[src/rtl/plru_pkg.sv]
package plru_pkg;

  // Operation applied to the tree storage on a clock edge.
  typedef enum logic [1:0] {
    TREE_HOLD  = 2'd0,
    TREE_WRITE = 2'd1,
    TREE_CLEAR = 2'd2
  } tree_op_e;

  // Number of tree levels for a power-of-two way count.
  function automatic int tree_levels(input int ways);
    int lv;
    lv = 0;
    while ((1 << lv) < ways) lv++;
    return lv;
  endfunction

endpackage

[src/rtl/plru_path_update.sv]
// Rewrites the nodes on the root-to-leaf path of one way.
module plru_path_update #(
  parameter int LEVELS = 2,
  parameter int WAY_W  = 2,
  parameter int TREE_W = 3
) (
  input  logic [TREE_W-1:0] old_tree,
  input  logic [WAY_W-1:0]  way,
  output logic [TREE_W-1:0] new_tree
);
  localparam int NODE_W = (TREE_W > 1) ? $clog2(TREE_W) : 1;

  always_comb begin
    new_tree = old_tree;
    for (int d = 0; d < LEVELS; d++) begin
      int node;
      int wbit;
      // node on the path at depth d: first index of the level plus prefix of way
      node = ((1 << d) - 1) + (int'(way) >> (LEVELS - d));
      wbit = (int'(way) >> (LEVELS - 1 - d)) & 1;
      new_tree[NODE_W'(node)] = (wbit == 0);
    end
  end
endmodule

[src/rtl/plru_victim_walk.sv]
// Walks the tree from the root; each bit read is one bit of the victim.
module plru_victim_walk #(
  parameter int LEVELS = 2,
  parameter int WAY_W  = 2,
  parameter int TREE_W = 3
) (
  input  logic [TREE_W-1:0] tree,
  output logic [WAY_W-1:0]  victim
);
  localparam int NODE_W = (TREE_W > 1) ? $clog2(TREE_W) : 1;

  always_comb begin
    int node;
    logic b;
    victim = '0;
    node = 0;
    for (int d = 0; d < LEVELS; d++) begin
      b = tree[NODE_W'(node)];
      victim[WAY_W'(LEVELS - 1 - d)] = b;
      node = 2 * node + 1 + int'(b);
      if (node >= TREE_W) node = 0;
    end
  end
endmodule

[src/rtl/plru_tree_store.sv]
// Per-set tree registers: one write port, one read for update, one for victim.
module plru_tree_store
  import plru_pkg::*;
#(
  parameter int SETS   = 16,
  parameter int SET_W  = 4,
  parameter int TREE_W = 3
) (
  input  logic              clk,
  input  logic              rst_n,
  input  tree_op_e          op,
  input  logic [SET_W-1:0]  wr_set,
  input  logic [TREE_W-1:0] wr_tree,
  input  logic [SET_W-1:0]  upd_rd_set,
  output logic [TREE_W-1:0] upd_rd_tree,
  input  logic [SET_W-1:0]  vic_rd_set,
  output logic [TREE_W-1:0] vic_rd_tree
);
  logic [TREE_W-1:0] trees_q [SETS];

  for (genvar s = 0; s < SETS; s++) begin : g_set
    always_ff @(posedge clk or negedge rst_n) begin
      if (!rst_n) begin
        trees_q[s] <= '0;
      end else begin
        unique case (op)
          TREE_CLEAR: trees_q[s] <= '0;
          TREE_WRITE: if (wr_set == SET_W'(s)) trees_q[s] <= wr_tree;
          default:    trees_q[s] <= trees_q[s];
        endcase
      end
    end
  end

  assign upd_rd_tree = trees_q[upd_rd_set];
  assign vic_rd_tree = trees_q[vic_rd_set];
endmodule

[src/rtl/plru_replacer.sv]
module plru_replacer
  import plru_pkg::*;
#(
  parameter int WAYS  = 4,
  parameter int SETS  = 16,
  parameter int WAY_W = (WAYS > 1) ? $clog2(WAYS) : 1,
  parameter int SET_W = (SETS > 1) ? $clog2(SETS) : 1
) (
  input  logic             clk,
  input  logic             rst_n,
  input  logic             clear_all,
  input  logic             upd_valid,
  output logic             upd_ready,
  input  logic [SET_W-1:0] upd_set,
  input  logic [WAY_W-1:0] upd_way,
  input  logic [SET_W-1:0] vic_set,
  output logic [WAY_W-1:0] vic_way
);
  localparam int LEVELS = tree_levels(WAYS);
  localparam int TREE_W = (WAYS > 1) ? WAYS - 1 : 1;

  assign upd_ready = ~clear_all;

  if (WAYS > 1) begin : g_tree
    tree_op_e          op;
    logic [TREE_W-1:0] cur_tree, next_tree, vic_tree;

    always_comb begin
      if (clear_all)      op = TREE_CLEAR;
      else if (upd_valid) op = TREE_WRITE;
      else                op = TREE_HOLD;
    end

    plru_tree_store #(.SETS(SETS), .SET_W(SET_W), .TREE_W(TREE_W)) u_store (
      .clk(clk), .rst_n(rst_n), .op(op),
      .wr_set(upd_set), .wr_tree(next_tree),
      .upd_rd_set(upd_set), .upd_rd_tree(cur_tree),
      .vic_rd_set(vic_set), .vic_rd_tree(vic_tree)
    );

    plru_path_update #(.LEVELS(LEVELS), .WAY_W(WAY_W), .TREE_W(TREE_W)) u_upd (
      .old_tree(cur_tree), .way(upd_way), .new_tree(next_tree)
    );

    plru_victim_walk #(.LEVELS(LEVELS), .WAY_W(WAY_W), .TREE_W(TREE_W)) u_walk (
      .tree(vic_tree), .victim(vic_way)
    );
  end else begin : g_single
    assign vic_way = '0;
  end
endmodule

[config.mk]
export PLATFORM = sky130hd
export DESIGN_NAME = plru_replacer
export DESIGN_NICKNAME = d
export VERILOG_FILES = /design/src/rtl/plru_pkg.sv /design/src/rtl/plru_path_update.sv /design/src/rtl/plru_victim_walk.sv /design/src/rtl/plru_tree_store.sv /design/src/rtl/plru_replacer.sv
export SDC_FILE = /design/constraint.sdc
export NUM_CORES = 1
export LEC_CHECK = 0
export BUFFER_PORTS_ARGS = -buffer_cell sky130_fd_sc_hd__buf_4
export CAP_MARGIN = 20
export CELL_PAD_IN_SITES_DETAIL_PLACEMENT = 0
export CELL_PAD_IN_SITES_GLOBAL_PLACEMENT = 1
export CORE_UTILIZATION = 50
export CTS_BUF_LIST = sky130_fd_sc_hd__clkbuf_8
export CTS_CLUSTER_SIZE = 10
export DETAILED_ROUTE_END_ITERATION = 8
export GPL_TIMING_DRIVEN = 0
export PLACE_DENSITY_LB_ADDON = 0.1
export REMOVE_ABC_BUFFERS = 1
export SLEW_MARGIN = 20
export SYNTH_ARGS = -nofsm -noshare
export SYNTH_HDL_FRONTEND = slang
export SYNTH_SLANG_ARGS = --single-unit
[constraint.sdc]
create_clock -name clk -period 2.4 [get_ports clk]
set_input_delay 0.48 -clock clk [delete_from_list [all_inputs] [get_ports clk]]
set_output_delay 0.48 -clock clk [all_outputs]
set_load 0.02 [all_outputs]
==> Word-level counts from Yosys, hierarchy flattened <==
Index checks and enable logic that the tools add are counted.
{ "totals": {"regBits": 48, "output_inout_bits": 3} }
{ "classes": {"addsub": 2, "n_lt_le_gt_ge": 6, "eq_ne": 33, "n_mux": 47, "n_bitwise": 3, "reduce_logical": 21} }
{ "op_table": {"columns": ["operator", "n"], "rows": [
  ["$pmux 3 s2", 16],
  ["$logic_not 32->1", 2],
  ["$mux 3", 20],
  ["$eq 4x4->1 const B", 8],
  ["$ge 32x3->1 const B", 1],
  ["$ne 2x1->1 const B", 16],
  ["$reduce_and 2->1", 16],
  ["$bmux 3 s4", 2],
  ["$eq 4x3->1 const B", 4],
  ["$ge 5x5->1 const B", 2],
  ["$not 4->5", 2],
  ["$eq 4x2->1 const B", 2],
  ["$lt 2x4->1 const B", 2],
  ["$add 1x1->2 const A", 2],
  ["$eq 4x1->1 const B", 1],
  ["$logic_not 4->1", 1],
  ["$mux 1", 4],
  ["$mux 2", 2],
  ["$bwmux 3", 1],
  ["$bmux 1 s2", 1],
  ["$demux 1 s2", 1],
  ["$eq 2x1->1 const B", 1],
  ["$eq 2x2->1 const B", 1],
  ["$ge 2x1->1 const B", 1],
  ["other kinds (3)", 3]
]} }

==> Logic depth before layout (Yosys ltp) <==
Gate-level depths: netlist of the first run.
{ "logic_depth": {"ltp_word": 10, "depth_mapped": 7, "ltp_nobuf": 4} }

==> Hierarchy <==
Synthesis of the first run repeated with hierarchy kept, for this count alone.
{ "hier_totals": {"cells_unflattened": 242, "area_unflattened_um2": 2941.6} }
{ "modules_own_cells": {"columns": ["mod", "instances", "cells_per_inst", "area_each_um2", "seq_area_each_um2"], "rows": [
  ["plru_tree_store", 1, 234, 2882.8, 1201.2],
  ["plru_path_update", 1, 4, 26.3, 0.0],
  ["plru_victim_walk", 1, 2, 22.5, 0.0],
  ["plru_replacer", 1, 2, 10.0, 0.0]
]} }

==> Worst setup path after synthesis of the first run <==
Ideal clock, no wire load.
{ "synth_path": {"kind": "input port to output port", "startpoint": "input vic_set[0]", "endpoint": "output vic_way[1]", "t_arrival_ns": 1.830, "t_required_ns": 1.920, "path_slack_ns": 0.090, "cell_stages": 3, "n_path_buf": 1, "path_cell_list": "buf_2 -> mux4_2 -> mux4_2"} }
{ "synth_via": {"elab_chain_len": 4} }
{ "synth_lines": {"columns": ["item", "line_no", "source"], "rows": [
  ["start: declaration", "plru_replacer.sv:16", "input logic [SET_W-1:0] vic_set,"],
  ["$not 4->5 (implied by the code)", "plru_tree_store.sv:36", "assign vic_rd_tree = trees_q[vic_rd_set];"],
  ["$bmux 3 s4", "plru_tree_store.sv:36", null],
  ["$mux 3 (implied by the code) (2 in a row)", "plru_tree_store.sv:36", null],
  ["end: declaration", "plru_replacer.sv:17", "output logic [WAY_W-1:0] vic_way"]
]} }
Every way passes these cells. The select of a mux whose other input is x is not followed.

==> Worst setup path after layout of the first run <==
{ "layout_path": {"startpoint": "register g_tree.u_store.trees_q[12] (netlist name)", "endpoint": "output vic_way[0]"} }
{ "layout_via": {"elab_chain_len": 9} }
{ "layout_lines": {"columns": ["item", "line_no", "source"], "rows": [
  ["start: declaration", "plru_tree_store.sv:19", "logic [TREE_W-1:0] trees_q [SETS];"],
  ["start signal: indexed assignment", "plru_tree_store.sv:28", "TREE_WRITE: if (wr_set == SET_W'(s)) trees_q[s] <= wr_tree;"],
  ["start signal: indexed assignment", "plru_tree_store.sv:29", "default: trees_q[s] <= trees_q[s];"],
  ["$bmux 3 s4 *", "plru_tree_store.sv:36", null],
  ["$mux 3 (implied by the code) * (2 in a row)", "plru_tree_store.sv:36", null],
  ["$add 1x1->2", "plru_victim_walk.sv:20", "node = 2 * node + 1 + int'(b);"],
  ["$ge 32x3->1", "plru_victim_walk.sv:21", "if (node >= TREE_W) node = 0;"],
  ["$mux 2", "plru_victim_walk.sv:21", null],
  ["$bmux 1 s2 *", "plru_victim_walk.sv:18", "b = tree[NODE_W'(node)];"],
  ["$mux 1 (implied by the code) * (2 in a row)", "plru_victim_walk.sv:18", null]
]} }
Every way passes the cells marked *; elsewhere a longest branch is shown, timed or not. The select of a mux whose other input is x is not followed.

==> flow_summary_export.csv, run 1 <==
group,metric,value,unit
status,status,"complete, no violations",
floorplan,coreArea,4880,µm²
cts,cts_buffers,5,
synth,synth_area,2610,µm²
cts,htree_levels,2,
synth,avgSynthCellArea,11.1,µm²
timing,rsz0062_at_grt,"true",
synth,synth_warnings,0,
timing,setup_violations,0,
synth,yosysSeqAreaShare,46.0,%
cts,clkSinkCount,48,
route,drt_wl_total,5780,µm
cts,hold_buffers,0,
cts,clockBufferDepth,2,
worst_setup_path,cp_top_family,"multiplexers",
worst_setup_path,slowest_delay,520,ps
placed_design,hpwl,3850,µm
global_route,grt_pass1_wl,9160,µm
worst_setup_path,required,1920,ps
power_and_ir_drop,power_density,546,nW/µm²
power_and_ir_drop,peakVddDrop,213,µV
worst_setup_path,regToRegEndpoint,"g_tree.u_store.trees_q[31]",
cells_and_area,largest_register,"g_tree.u_store.trees_q",
global_route,grt_max_degree,49,
cells_and_area,multi_input_area,1280,µm²
route,route.detailed.drc,0,
worst_setup_path,path_cells,"mux4_2 -> mux2i_2 -> mux2i_1 -> mux2_4 -> buf_6",
timing,finalCriticalPeriod,2370,ps
floorplan,start_util,53.5,%
route,drt_iter0_markers,131,
floorplan,die-height,74.3,µm
floorplan,ios,17,
cts,tritoncts,"built",
synth,netlist.area_leader.share,46.0,%
timing,fin_crit_sh,98.9,%
worst_hold_path,hold_path_class,"in -> async",
placed_design,io_buffers,16,
cells_and_area,reg_top3,"g_tree.u_store.trees_q: 48 flops",
worst_setup_path,critPathCaptureType,"output port",
timing,worstMarginPinSlew,1020,ps
route,ant_nets,0,
synth,syn_inst,235,
worst_setup_path,r2r_cells,4,
placed_design,placed_cells,300,
synth,synth_ff_type,"dfrtp_1",
cts,cts_root_buf,"clkbuf_8",
cells_and_area,ff_latch_area,1200,µm²
route,post_drt_wl_per_cell,18.6,µm
timing,hold_violations,0,
cells_and_area,stdcell_count,310,
floorplan,die_area,5510,µm²
cts,insertion_delay,300,ps
route,routed_via_density,6.17,
cells_and_area,fillers,421,
cells_and_area,largest_reg_flops,48,
synth,synth_cell_type_count,30,
worst_setup_path,arrival,1890,ps
route,vias,1914,
floorplan,die_x,74.3,µm
floorplan,fp-row-count,25,
worst_setup_path,start_kind,"register",
cells_and_area,layout_common_cells,"dfrtp_1, a21oi_1, nand2_1, nor2b_1, buf_4",
cells_and_area,syn2layout_area_growth,10.4,%
worst_setup_path,r2r_slack,460,ps
cells_and_area,antenna_cells,0,
timing,max_slew_margin,31.7,%
synth,synth_edf_count,0,
cells_and_area,final_net_count,257,
global_route,grtUsageTotal,22.8,%
cells_and_area,final_common_cell,"dfrtp_1",
flow_run,maxCapViolations,0,
worst_setup_path,crit_buf_inv,1,
power_and_ir_drop,power,1.57,mW
synth,yosys.area.top_type,"dfrtp_1",
timing,fmax,421,MHz
worst_setup_path,cp_max_fo,2,
global_route,grt_pass1_vias,1789,
timing,fin_skew,5.28,ps
power_and_ir_drop,power_leakage,1.33,nW
route,dr.pass1.iters,4,
worst_setup_path,regToRegStartpoint,"g_tree.u_store.trees_q[34]",
cts,clkTransAtPathRegs,80,ps
timing,finalMaxSlewViolations,0,
synth,async_flop_share,100,%
global_route,antenna_found_initial,0,
global_route,gr-total-overflow,0,
synth,synth_seq_cells,48,
synth,synth.area.top_cells,"dfrtp_1, mux4_2, a21oi_1",
placed_design,routabilityCongestion,0.839,
worst_setup_path,worstSetupPathType,"reg -> out",
cells_and_area,drive_gt1_share,25.1,%
worst_setup_path,crit_path_top_delay_cell,"mux4_2",
-- Yosys cell counts, types with 3 or more instances --
library cell / n
a21oi_1: 30
a22oi_1: 13
a31o_2: 9
buf_2: 4
clkbuf_1: 11
dfrtp_1: 48
inv_1: 16
mux2_2: 5
mux2i_1: 10
mux4_1: 3
mux4_2: 13
nand2_1: 19
nand3_1: 4
nor2_1: 10
nor2b_1: 18
o21ai_0: 4
-- cell families (layout without fill, tap and decap cells) --
kind of cell | Yosys count | count (layout) | share of synthesized area [%]
AOI/OAI and AO/OA | 60 | 60 | 15.6
and+or+nand+nor | 59 | 59 | 11.9
muxes | 31 | 31 | 20.2
buffers and inverters | 37 | 45 | 6.23
DFF | 48 | 48 | 46.0
-- worst max-delay path by stage --
stage,from,end,slack [ps],cells after the start
floorplan,vic_set[0],vic_way[1],400,2
finish,g_tree.u_store.trees_q[12],vic_way[0],30,5
CTS,g_tree.u_store.trees_q[12],vic_way[0],2,5
detailed placement,clear_all,g_tree.u_store.trees_q[16],-180,5
global route,g_tree.u_store.trees_q[12],vic_way[0],-50,5
global placement,clear_all,g_tree.u_store.trees_q[28],-410,5
-- where the power goes --
group | internal (mW) | switching, mW | leakage [nW]
Clock | 0.194 | 0.252 | 0.0452
Combinational | 0.117 | 0.146 | 0.642
Sequential | 0.839 | 0.0248 | 0.643
Total | 1.15 | 0.424 | 1.33
-- per-layer routing --
| layer | GRT usage [%] | up-vias | routed length (µm) |
|---|---|---|---|
| met5 | 0 | - | 0 |
| met4 | 7.97 | 0 | 115 |
| met3 | 3.79 | 13 | 282 |
| met2 | 37.0 | 72 | 2790 |
| met1 | 31.3 | 970 | 2590 |
| li1 | - | 859 | - |
-- cell type report --
type                       instances  share of cell area (%)
timing repair buffer              21                    6.17
multi-input combinational        150                    44.3
inverter                          17                    2.21
clock inverter                     2                   0.304
tap                               67                    2.91
sequential                        48                    41.7
clock buffer                       5                    2.39
-- per-stage QoR --
step / setup TNS [ps] / setup WS [ps] / hold WS, ps / instance area [µm²] / util (%)
floorplan: 0 / 397 / 184 / 2510 / -
global placement: -5210 / -413 / 476 / 2720 / 55.6
detailed placement: -2440 / -177 / 482 / 2750 / 56.4
CTS: 0 / 1.61 / 204 / 2860 / 58.6
global route: -54.5 / -54.5 / 237 / 2880 / 59.1
finish: 0 / 25.3 / 184 / 2880 / 59.1
-- timing repair --
item / in CTS / in global routing
setup endpoints to repair: 2 / 1
cloned: 0 / 0
gates resized for setup: 5 / 2
buffers inserted: 1 / 2
-- worst reg2reg max path, cell delays in order (launching register included) --
cell and delay, ps:
dfrtp_1 410, mux4_1 520, mux2_2 310, o211ai_4 410, a22oi_1 150
Power figures use the tool's default switching activity.
==> run 2: changes to the inputs <==
- ABC_AREA: unset -> 1
- CORE_UTILIZATION: 50 -> 45
==> run 2 against run 1 <==
  * Total power up 4.1%
  * Maximum frequency up 5.7%
  * Setup slack better by 130 ps
  * Register-to-register slack better by 330 ps
  * Global-route usage up 4.7 points
  * Synthesized cell count up 87%
  * Synthesized area up 12%
  * Via count up 43%
==> flow_summary_export.csv, run 2 <==
group,metric,value,unit
placed_design,routabilityCongestion,0.903,
status,status,"complete, no violations",
synth,async_flop_share,100,%
timing,max_slew_margin,56.8,%
global_route,grtUsageTotal,27.5,%
cts,cts_buffers,5,
power_and_ir_drop,power,1.64,mW
global_route,grt_pass1_vias,2533,
cts,clkSinkCount,48,
cts,insertion_delay,310,ps
synth,yosys.area.top_type,"dfrtp_1",
timing,finalCriticalPeriod,2250,ps
timing,hold_violations,0,
worst_setup_path,required,1920,ps
cells_and_area,fin_area,3190,µm²
worst_setup_path,r2r_cells,6,
synth,synth-compound-area-share,13.9,%
route,dr.pass1.iters,4,
power_and_ir_drop,power_leakage,1.69,nW
floorplan,die_x,82.6,µm
timing,fmax,445,MHz
synth,synth.area.top_cells,"dfrtp_1, nand2_1, inv_1",
synth,synth_top_family_by_area,"simple AND/OR/NAND/NOR gates",
power_and_ir_drop,peakVddDrop,228,µV
placed_design,io_buffers,16,
cts,clkTransAtPathRegs,90,ps
floorplan,ios,17,
timing,finalMaxSlewViolations,0,
synth,synth_xor_area_share,0,%
route,drt_wl_total,8530,µm
route,drt_iter0_markers,150,
floorplan,start_util,46.3,%
timing,fin_crit_sh,93.6,%
worst_setup_path,critPathCaptureType,"output port",
synth,synthMuxAreaShare,0,%
placed_design,placed_area,3050,µm²
cells_and_area,reg_top3,"g_tree.u_store.trees_q: 48 flops",
cts,htree_levels,2,
route,routed_via_density,5.15,
synth,synth_common_cells,"nand2_1, inv_1, nor2_1",
cells_and_area,largest_register,"g_tree.u_store.trees_q",
worst_hold_path,hold_path_class,"in -> async",
synth,synth_fa_ha_area_share,0,%
cells_and_area,drive_gt1_share,9.03,%
worst_setup_path,cp_max_fo,32,
synth,synthSimpleGateAreaFrac,33.8,%
worst_setup_path,start_kind,"primary input",
floorplan,coreArea,6310,µm²
floorplan,die-height,82.6,µm
global_route,grt_pass1_wl,13400,µm
route,ant_nets,0,
power_and_ir_drop,power_density,513,nW/µm²
timing,fin_skew,5.69,ps
timing,setup_ws,153,ps
global_route,antenna_found_initial,0,
synth,netlist.area_leader.share,41.1,%
floorplan,die_area,6820,µm²
floorplan,fp-row-count,29,
cts,cts_root_buf,"clkbuf_8",
timing,setup_violations,0,
synth,synth_area,2920,µm²
cells_and_area,syn2layout_area_growth,9.16,%
cells_and_area,largest_reg_flops,48,
synth,yosysSeqAreaShare,41.1,%
route,vias,2732,
cells_and_area,postLayoutCoreUtil,50.6,%
cells_and_area,final_common_cell,"nand2_1",
synth,avgSynthCellArea,6.65,µm²
timing,worstMarginPinSlew,646,ps
cts,tritoncts,"built",
synth,synth_warnings,0,
timing,hold_ws,181,ps
synth,synth_edf_count,0,
global_route,grt_max_degree,49,
synth,synth_ff_type,"dfrtp_1",
cells_and_area,layout_common_cells,"nand2_1, inv_1, nor2_1, dfrtp_1, o21ai_0",
cts,clockBufferDepth,2,
placed_design,post-place-ws,-22.4,ps
flow_run,maxCapViolations,0,
cells_and_area,antenna_cells,0,
synth,yosysMostFrequentCell,"nand2_1",
cells_and_area,final_net_count,467,
placed_design,hpwl,5790,µm
global_route,gr-total-overflow,0,
timing,rsz0062_at_grt,"false",
route,post_drt_wl_per_cell,16.1,µm
route,route.detailed.drc,0,
synth,synth_cell_type_count,23,
worst_setup_path,worstSetupPathType,"in -> out",
synth,syn_inst,440,
synth,synth_seq_cells,48,
worst_setup_path,arrival,1770,ps
## run 2: cell types whose count changed after synthesis, moves of 13 or more
cell	change
o21ai_0	+36
nand2_1	+124
a22oi_1	-13
nor2_1	+45
a21oi_1	-23
nand3_1	+33
nor2b_1	-18
inv_1	+41
o21ai_1	+14
mux4_2	-13
## run 2: metrics by stage
stage	instances	setup TNS [ps]
after global routing	531	0
after detailed placement	520	-22.4
final	531	0
after floorplan	427	0
after CTS	530	0
after global placement	520	-28.9
## run 2: cell families (layout without fill, tap and decap cells)
kind of cell           Yosys count  in the layout
and+or+nand+nor                243            243
buffers and inverters           75             89
DFF                             48             48
AOI/OAI and AO/OA               74             74
## run 2: worst max-delay path, cell delays in order
cell,delay (ps)
buf_8,190
clkinvlp_4,120
buf_4,190
o21ai_0,170
nand3_1,130
nand3_1,100
nand2_1,90
inv_1,60
nand2_1,40
nand2_1,50
buf_4,130
## run 2: layer usage
layer  GRT usage [%]  vias up  share of wire [%]
met5               0        -                  0
met4            8.97        0                2.2
met3            4.62       13                4.8
met2            44.2       53                 46
met1            37.5     1257                 47
li1                -     1409                  -
## run 2: what timing repair did
item / CTS / global route
pin swaps: 0 / 0
hold buffers: 0 / 0
buffers inserted: 2 / 1
setup endpoints to repair: 1 / 1
gates resized for setup: 1 / 3
## run 2: final cells by class
cell class,count,area (µm²)
Tap cell,77,96.3
Multi-Input combinational cell,317,1390
Timing Repair Buffer,19,163
Inverter,62,248
Fill cell,694,3120
Clock buffer,6,82.6
Clock inverter,2,7.51
Sequential cell,48,1200
## run 2: worst paths after layout
check	endpoint	start	slack (ps)
max	vic_way[0]	vic_set[0]	150
min	g_tree.u_store.trees_q[45]	rst_n	180
max reg2reg	g_tree.u_store.trees_q[35]	g_tree.u_store.trees_q[35]	790
min reg2reg	g_tree.u_store.trees_q[32]	g_tree.u_store.trees_q[32]	490
max in group asynchronous	g_tree.u_store.trees_q[1]	rst_n	1780
min in group clk	g_tree.u_store.trees_q[30]	upd_way[1]	480
## run 2: power by group
part | leakage, nW | internal [mW] | switching, mW
combinational | 0.975 | 0.0853 | 0.191
clock | 0.0538 | 0.227 | 0.281
sequential | 0.659 | 0.834 | 0.0198
total | 1.69 | 1.15 | 0.491
